$ cat src/rtl/cwd_pkg.sv
package cwd_pkg;

    localparam int CWD_NWIN   = 8;
    localparam int CWD_AW     = 32;
    localparam int CWD_DW     = 32;

    // Address space field values (option bits 4:3)
    typedef enum logic [1:0] {
        SPC_COMMON = 2'b00,
        SPC_RSVD   = 2'b01,
        SPC_ATTR   = 2'b10,
        SPC_IO     = 2'b11
    } space_e;

    // Decoded window size
    typedef struct packed {
        logic       ok;
        logic [4:0] lg2;
    } size_t;

    // Attributes reported on a hit
    typedef struct packed {
        logic       slot;
        space_e     space;
        logic       wide;
        logic [3:0] hold;
        logic [3:0] setup;
        logic [4:0] strobe;
        logic       wprot;
    } attr_t;

    // Size code to log2(bytes); reserved codes return ok = 0
    function automatic size_t decode_size(input logic [4:0] code);
        size_t s;
        s.ok  = 1'b1;
        s.lg2 = 5'd0;
        case (code)
            5'd0:  s.lg2 = 5'd0;
            5'd1:  s.lg2 = 5'd1;
            5'd2:  s.lg2 = 5'd3;
            5'd3:  s.lg2 = 5'd2;
            5'd4:  s.lg2 = 5'd7;
            5'd5:  s.lg2 = 5'd6;
            5'd6:  s.lg2 = 5'd4;
            5'd7:  s.lg2 = 5'd5;
            5'd8:  s.lg2 = 5'd15;
            5'd9:  s.lg2 = 5'd14;
            5'd10: s.lg2 = 5'd12;
            5'd11: s.lg2 = 5'd13;
            5'd12: s.lg2 = 5'd8;
            5'd13: s.lg2 = 5'd9;
            5'd14: s.lg2 = 5'd11;
            5'd15: s.lg2 = 5'd10;
            5'd20: s.lg2 = 5'd24;
            5'd21: s.lg2 = 5'd25;
            5'd23: s.lg2 = 5'd26;
            5'd24: s.lg2 = 5'd16;
            5'd25: s.lg2 = 5'd17;
            5'd26: s.lg2 = 5'd19;
            5'd27: s.lg2 = 5'd18;
            5'd28: s.lg2 = 5'd23;
            5'd29: s.lg2 = 5'd22;
            5'd30: s.lg2 = 5'd20;
            5'd31: s.lg2 = 5'd21;
            default: s.ok = 1'b0;
        endcase
        return s;
    endfunction

    // Pull reported attributes out of an option word
    function automatic attr_t opt_to_attr(input logic [31:0] opt);
        attr_t a;
        a.slot   = opt[2];
        a.space  = space_e'(opt[4:3]);
        a.wide   = opt[6];
        a.hold   = opt[19:16];
        a.setup  = opt[15:12];
        a.strobe = opt[11:7];
        a.wprot  = opt[1];
        return a;
    endfunction

endpackage

$ cat src/rtl/cwd_regbank.sv
module cwd_regbank #(
    parameter int NWIN = cwd_pkg::CWD_NWIN,
    parameter int DW   = cwd_pkg::CWD_DW,
    localparam int IDX_W = $clog2(NWIN),
    localparam int RA_W  = IDX_W + 1
) (
    input  logic                       clk,
    input  logic                       rst,
    input  logic                       wr_en,
    input  logic [RA_W-1:0]            addr,
    input  logic [DW-1:0]              wdata,
    output logic [DW-1:0]              rdata,
    output logic [NWIN-1:0][DW-1:0]    base_q,
    output logic [NWIN-1:0][DW-1:0]    opt_q
);

    logic [IDX_W-1:0] win_sel;
    logic             is_opt;

    assign win_sel = addr[RA_W-1:1];
    assign is_opt  = addr[0];

    generate
        for (genvar w = 0; w < NWIN; w++) begin : g_win
            always_ff @(posedge clk) begin
                if (rst) begin
                    base_q[w] <= '0;
                    opt_q[w]  <= '0;
                end else if (wr_en && (win_sel == IDX_W'(w))) begin
                    if (is_opt) opt_q[w]  <= wdata;
                    else        base_q[w] <= wdata;
                end
            end
        end
    endgenerate

    always_ff @(posedge clk) begin
        if (rst) rdata <= '0;
        else     rdata <= is_opt ? opt_q[win_sel] : base_q[win_sel];
    end

    // A written option word is visible the next cycle
    AST_OPT_WRITE_LANDS: assert property (@(posedge clk) disable iff (rst)
        (wr_en && is_opt) |=> (opt_q[$past(win_sel)] == $past(wdata)));

endmodule

$ cat src/rtl/cwd_win_match.sv
module cwd_win_match #(
    parameter int AW = cwd_pkg::CWD_AW
) (
    input  logic [AW-1:0] addr,
    input  logic [AW-1:0] base,
    input  logic          enable,
    input  logic [4:0]    size_code,
    output logic          hit
);
    import cwd_pkg::*;

    size_t           sz;
    logic [AW-1:0]   keep_mask;
    logic [AW-1:0]   diff;

    always_comb begin
        sz        = decode_size(size_code);
        keep_mask = {AW{1'b1}} << sz.lg2;
        diff      = (addr ^ base) & keep_mask;
        hit       = enable && sz.ok && (diff == '0);
    end

endmodule

$ cat src/rtl/cwd_prio_sel.sv
module cwd_prio_sel #(
    parameter int N = cwd_pkg::CWD_NWIN,
    localparam int IDX_W = $clog2(N)
) (
    input  logic [N-1:0]     req,
    output logic [N-1:0]     grant,
    output logic [IDX_W-1:0] idx,
    output logic             any
);

    // Scan from the top so the lowest requester is written last
    always_comb begin
        grant = '0;
        idx   = '0;
        any   = 1'b0;
        for (int i = N - 1; i >= 0; i--) begin
            if (req[i]) begin
                grant    = '0;
                grant[i] = 1'b1;
                idx      = IDX_W'(i);
                any      = 1'b1;
            end
        end
    end

endmodule

$ cat src/rtl/cwd_decoder.sv
module cwd_decoder #(
    parameter int NWIN = cwd_pkg::CWD_NWIN,
    parameter int AW   = cwd_pkg::CWD_AW,
    parameter int DW   = cwd_pkg::CWD_DW,
    localparam int IDX_W = $clog2(NWIN),
    localparam int RA_W  = IDX_W + 1
) (
    input  logic              clk,
    input  logic              rst,
    input  logic              cfg_wr_en,
    input  logic [RA_W-1:0]   cfg_addr,
    input  logic [DW-1:0]     cfg_wdata,
    output logic [DW-1:0]     cfg_rdata,
    input  logic              req_valid,
    input  logic              req_write,
    input  logic [AW-1:0]     req_addr,
    output logic              hit_valid,
    output logic              miss,
    output logic [NWIN-1:0]   hit_onehot,
    output logic [IDX_W-1:0]  hit_index,
    output logic              hit_slot,
    output logic [1:0]        hit_space,
    output logic              hit_wide,
    output logic [3:0]        hit_hold,
    output logic [3:0]        hit_setup,
    output logic [4:0]        hit_strobe,
    output logic              fwd_valid,
    output logic              wp_violation
);
    import cwd_pkg::*;

    logic [NWIN-1:0][DW-1:0] base_q;
    logic [NWIN-1:0][DW-1:0] opt_q;
    logic [NWIN-1:0]         raw_hit;
    logic [NWIN-1:0]         grant;
    logic [IDX_W-1:0]        grant_idx;
    logic                    any_hit;
    logic [DW-1:0]           win_opt;
    attr_t                   win_attr;
    logic                    blocked;
    logic                    unused_opt_bits;

    cwd_regbank #(.NWIN(NWIN), .DW(DW)) u_regs (
        .clk    (clk),
        .rst    (rst),
        .wr_en  (cfg_wr_en),
        .addr   (cfg_addr),
        .wdata  (cfg_wdata),
        .rdata  (cfg_rdata),
        .base_q (base_q),
        .opt_q  (opt_q)
    );

    generate
        for (genvar w = 0; w < NWIN; w++) begin : g_match
            cwd_win_match #(.AW(AW)) u_match (
                .addr      (req_addr),
                .base      (base_q[w][AW-1:0]),
                .enable    (opt_q[w][0]),
                .size_code (opt_q[w][31:27]),
                .hit       (raw_hit[w])
            );
        end
    endgenerate

    cwd_prio_sel #(.N(NWIN)) u_prio (
        .req   (raw_hit),
        .grant (grant),
        .idx   (grant_idx),
        .any   (any_hit)
    );

    assign win_opt         = opt_q[grant_idx];
    assign win_attr        = opt_to_attr(win_opt);
    assign blocked         = req_write && win_attr.wprot;
    assign unused_opt_bits = ^{win_opt[31:20], win_opt[5], win_opt[0]};

    always_ff @(posedge clk) begin
        if (rst || !req_valid) begin
            hit_valid    <= 1'b0;
            miss         <= 1'b0;
            hit_onehot   <= '0;
            hit_index    <= '0;
            hit_slot     <= 1'b0;
            hit_space    <= 2'b00;
            hit_wide     <= 1'b0;
            hit_hold     <= '0;
            hit_setup    <= '0;
            hit_strobe   <= '0;
            fwd_valid    <= 1'b0;
            wp_violation <= 1'b0;
        end else if (any_hit) begin
            hit_valid    <= 1'b1;
            miss         <= 1'b0;
            hit_onehot   <= grant;
            hit_index    <= grant_idx;
            hit_slot     <= win_attr.slot;
            hit_space    <= win_attr.space;
            hit_wide     <= win_attr.wide;
            hit_hold     <= win_attr.hold;
            hit_setup    <= win_attr.setup;
            hit_strobe   <= win_attr.strobe;
            fwd_valid    <= !blocked;
            wp_violation <= blocked;
        end else begin
            hit_valid    <= 1'b0;
            miss         <= 1'b1;
            hit_onehot   <= '0;
            hit_index    <= '0;
            hit_slot     <= 1'b0;
            hit_space    <= 2'b00;
            hit_wide     <= 1'b0;
            hit_hold     <= '0;
            hit_setup    <= '0;
            hit_strobe   <= '0;
            fwd_valid    <= 1'b0;
            wp_violation <= 1'b0;
        end
    end

    AST_ONE_WINNER: assert property (@(posedge clk) disable iff (rst)
        hit_valid |-> ($countones(hit_onehot) == 1));
    AST_INDEX_AGREES: assert property (@(posedge clk) disable iff (rst)
        hit_valid |-> hit_onehot[hit_index]);
    AST_GRANT_LOWEST: assert property (@(posedge clk) disable iff (rst)
        any_hit |-> ((raw_hit & (grant - 1'b1)) == '0));
    AST_WP_BLOCKS_FWD: assert property (@(posedge clk) disable iff (rst)
        wp_violation |-> (hit_valid && !fwd_valid));
    AST_WP_NEEDS_WRITE: assert property (@(posedge clk) disable iff (rst)
        wp_violation |-> $past(req_write));
    AST_MISS_QUIET: assert property (@(posedge clk) disable iff (rst)
        miss |-> (!hit_valid && !fwd_valid && hit_onehot == '0));
    AST_RESULT_NEEDS_REQ: assert property (@(posedge clk) disable iff (rst)
        (hit_valid || miss) |-> $past(req_valid));
    AST_REQ_GIVES_RESULT: assert property (@(posedge clk) disable iff (rst)
        req_valid |=> (hit_valid ^ miss));

endmodule

$ cat config.mk
export PLATFORM = sky130hd
export DESIGN_NAME = cwd_decoder
export DESIGN_NICKNAME = d
export VERILOG_FILES = /design/src/rtl/cwd_pkg.sv /design/src/rtl/cwd_regbank.sv /design/src/rtl/cwd_win_match.sv /design/src/rtl/cwd_prio_sel.sv /design/src/rtl/cwd_decoder.sv
export SDC_FILE = /design/constraint.sdc
export NUM_CORES = 2
export LEC_CHECK = 0
export BUFFER_PORTS_ARGS = -buffer_cell sky130_fd_sc_hd__buf_2
export CORE_MARGIN = 4
export CORE_UTILIZATION = 35
export CTS_CLUSTER_DIAMETER = 40
export DETAILED_ROUTE_END_ITERATION = 10
export GPL_ROUTABILITY_DRIVEN = 1
export HOLD_SLACK_MARGIN = 0.02
export SLEW_MARGIN = 0
export SYNTH_ARGS = -nofsm -noshare
export SYNTH_HDL_FRONTEND = slang
export SYNTH_SLANG_ARGS = --single-unit
$ cat constraint.sdc
create_clock -name clk -period 3.68 [get_ports clk]
set_clock_uncertainty 0.1 [all_clocks]
set_input_delay 0 -clock clk [delete_from_list [all_inputs] [get_ports clk]]
set_output_delay 0 -clock clk [all_outputs]
set_load 0.01 [all_outputs]
==> reports/qor.yml <==
synth_enable_flop_cells: 0
die-area_sq_mm: 0.0944
ant_nets: 0
rows: 109
cts_tree: "yes"
powerDensity_mw_per_mm2: 458
synth_seq_cells: 576
ys_seq_area_frac: 0.368
syn_inst: 3864
synth.avg_cell_area_sq_um: 8.11
synth_top_area_share: 0.368
grt_max_degree: 179
worstHoldPathType: "in -> reg"
syn_to_final_growth_pct: 19.9
syn_nets: 3937
leakage_nw: 12.9
slew_violations: 0
dpl_cell_area_sq_mm: 0.0338
cts.sinks: 576
synth_area_leaders: "dfxtp_1 (37%), nand2_1 (13%), mux4_2 (11%), a21oi_1 (9.8%), xnor2_1 (3.7%)"
synth_area_leader_cell: "dfxtp_1"
num_vias: 30100
min_period_over_period: 0.985
synth_ff_type: "dfxtp_1"
grt_overflow: 0
tightest_slew_ns: 1.16
critPathMaxFanout: 9
tns_ns: 0
async_reset_ff_frac: 0
path_clk_slew_ns: 0.06
synth.most_common_cell: "nand2_1"
fin_util: 0.424
routabilityCongestion: 1.04
ir_drop_v: 0.000317
numPortBuffers: 136
first_pass_iters: 5
cts-root-buf: "clkbuf_16"
rsz0062_at_grt: "yes"
timing_hold_violations_final: 0
design_area_sq_mm: 0.0376
period_minus_slack_ns: 3.62
dr.first_iter.drc_count: 4008
drive_above_1_share: 0.175
endpoint_kind: "flop"
cts_buffers: 89
insertion_delay_ns: 0.67
status: "complete, no violations"
hpwlAfterDp_mm: 94.3
max_freq_ghz: 0.276
ys.warnings.count: 0
die_y_um: 307
path_class: "reg -> reg"
timing.final.ws_setup_ns: 0.0561
core-area_sq_mm: 0.0886
track_usage: 0.273
clk_path_buf_depth: 3
multiInputGateArea_sq_mm: 0.0184
syn_area_sq_mm: 0.0314
die_x_um: 307
ys_types: 94
cp_data_required_time_ns: 4.05
synth_common_cells: "nand2_1 (1,126), a21oi_1 (612), dfxtp_1 (576)"
preCtsSetupSlack_ns: 0.173
initial_core_util: 0.354
cts-htree-levels: 3
via_per_inst: 5.79
finalNetCount: 4019
max_slew_margin: 0.225
antenna_found_initial: 12
ff_latch_area_sq_mm: 0.0115
start_kind: "flop"
setup_violations: 0
maxCapViolCount: 0
ios: 137
fill_cells: 8714
grt_pass1_vias: 27800
routed_wl_mm: 134
grt_pass1_wl_mm: 193
crit_arrival_ns: 3.99
wl_per_cell_um: 25.8
drc: 0
holdWs_ns: 0.121
==> logic make-up (layout without fill, tap and decap cells) <==
family,Yosys count,after routing,synth area share
buffers and inverters,396,554,0.0508
XOR/XNOR,257,257,0.0718
multiplexers,223,223,0.135
other,0,6,0
AND/OR/NAND/NOR,1503,1503,0.207
flip-flops,576,576,0.368
AO/OA/AOI/OAI,909,909,0.168
==> path summary, 6_finish.rpt <==
| path | slack (ns) | endpoint | cells past startpoint | startpoint |
|---|---|---|---|---|
| worst max-delay path | 0.06 | hit_onehot[5] | 10 | u_regs.opt_q[60] |
| worst min-delay path | 0.12 | u_regs.opt_q[165] | 4 | cfg_addr[0] |
| worst max register to register | 0.06 | hit_onehot[5] | 10 | u_regs.opt_q[60] |
| worst min register to register | 0.35 | u_regs.opt_q[217] | 2 | u_regs.opt_q[217] |
==> critical path, cell delays in order, from the launching register on <==
cell       delay, ns
dfxtp_1         0.40
buf_4           0.22
nand2b_1        0.17
a21oi_1         0.05
or4_1           0.43
o2111ai_1       0.16
nor4b_1         0.10
o21ai_2         0.41
nor2b_1         0.42
nand3_1         0.30
nor3_1          0.67
==> layout make-up <==
type / count / share of cell area
antenna: 6 / 0.000399
clock buffer: 104 / 0.0634
clock inverter: 63 / 0.0252
inverter: 24 / 0.00250
multi-input combinational: 2892 / 0.489
sequential: 576 / 0.307
tap: 1165 / 0.0388
timing repair buffer: 363 / 0.0736
==> flip-flops by register name, indices dropped and copies added (netlist names) <==
| signal | cells |
|---|---|
| u_regs.base_q | 256 |
| hit_hold | 4 |
| hit_space | 2 |
| u_regs.opt_q | 256 |
| u_regs.rdata | 32 |
| hit_valid | 1 |
| hit_setup | 4 |
| wp_violation | 1 |
| fwd_valid | 1 |
| hit_onehot | 8 |
| hit_strobe | 5 |
| miss | 1 |
| hit_slot | 1 |
| hit_wide | 1 |
| hit_index | 3 |
==> stage by stage <==
stage	power, mW	std cells
floorplan	7.32	3864
global placement	7.86	4980
detailed placement	7.86	4980
CTS	17.2	5186
global route	17.6	5189
finish	17.2	5193
==> power by group <==
| part | internal (mW) | total [mW] | leakage (nW) | switching, mW |
|---|---|---|---|---|
| Clock | 5.94 | 9.40 | 1.62 | 3.46 |
| Sequential | 6.32 | 6.39 | 4.65 | 0.0705 |
| Combinational | 0.457 | 1.41 | 6.66 | 0.958 |
==> cell usage in the layout, fill, tap and decap left out, types with 19 or more instances in the layout <==
master,n
dlygate4sd3_1,39
dfxtp_1,574
o22a_1,19
buf_2,132
a21oi_1,612
nor2_1,79
mux4_2,160
clkbuf_16,90
a22o_1,19
mux2i_1,60
o21ai_0,81
nand2b_1,39
inv_1,23
xnor2_1,133
nand2_1,1125
buf_12,20
xor2_1,124
o221ai_1,20
buf_4,168
nand4_1,26
nor2b_1,53
nand3_1,29
nor3b_1,24
==> metal layers <==
metal	vias up	GRT usage	share of wire
met5	-	0	0.00041
met4	10	0.133	0.050
met3	311	0.0587	0.11
met1	14500	0.363	0.39
met2	1728	0.424	0.45
li1	13500	-	-
==> repair_timing <==
item,in CTS,in global routing
endpoints found under the hold margin,539,0
buffers inserted,0,1
resized for setup,0,10
hold buffers,39,0
setup endpoints to repair,0,22
Power figures use the tool's default switching activity.
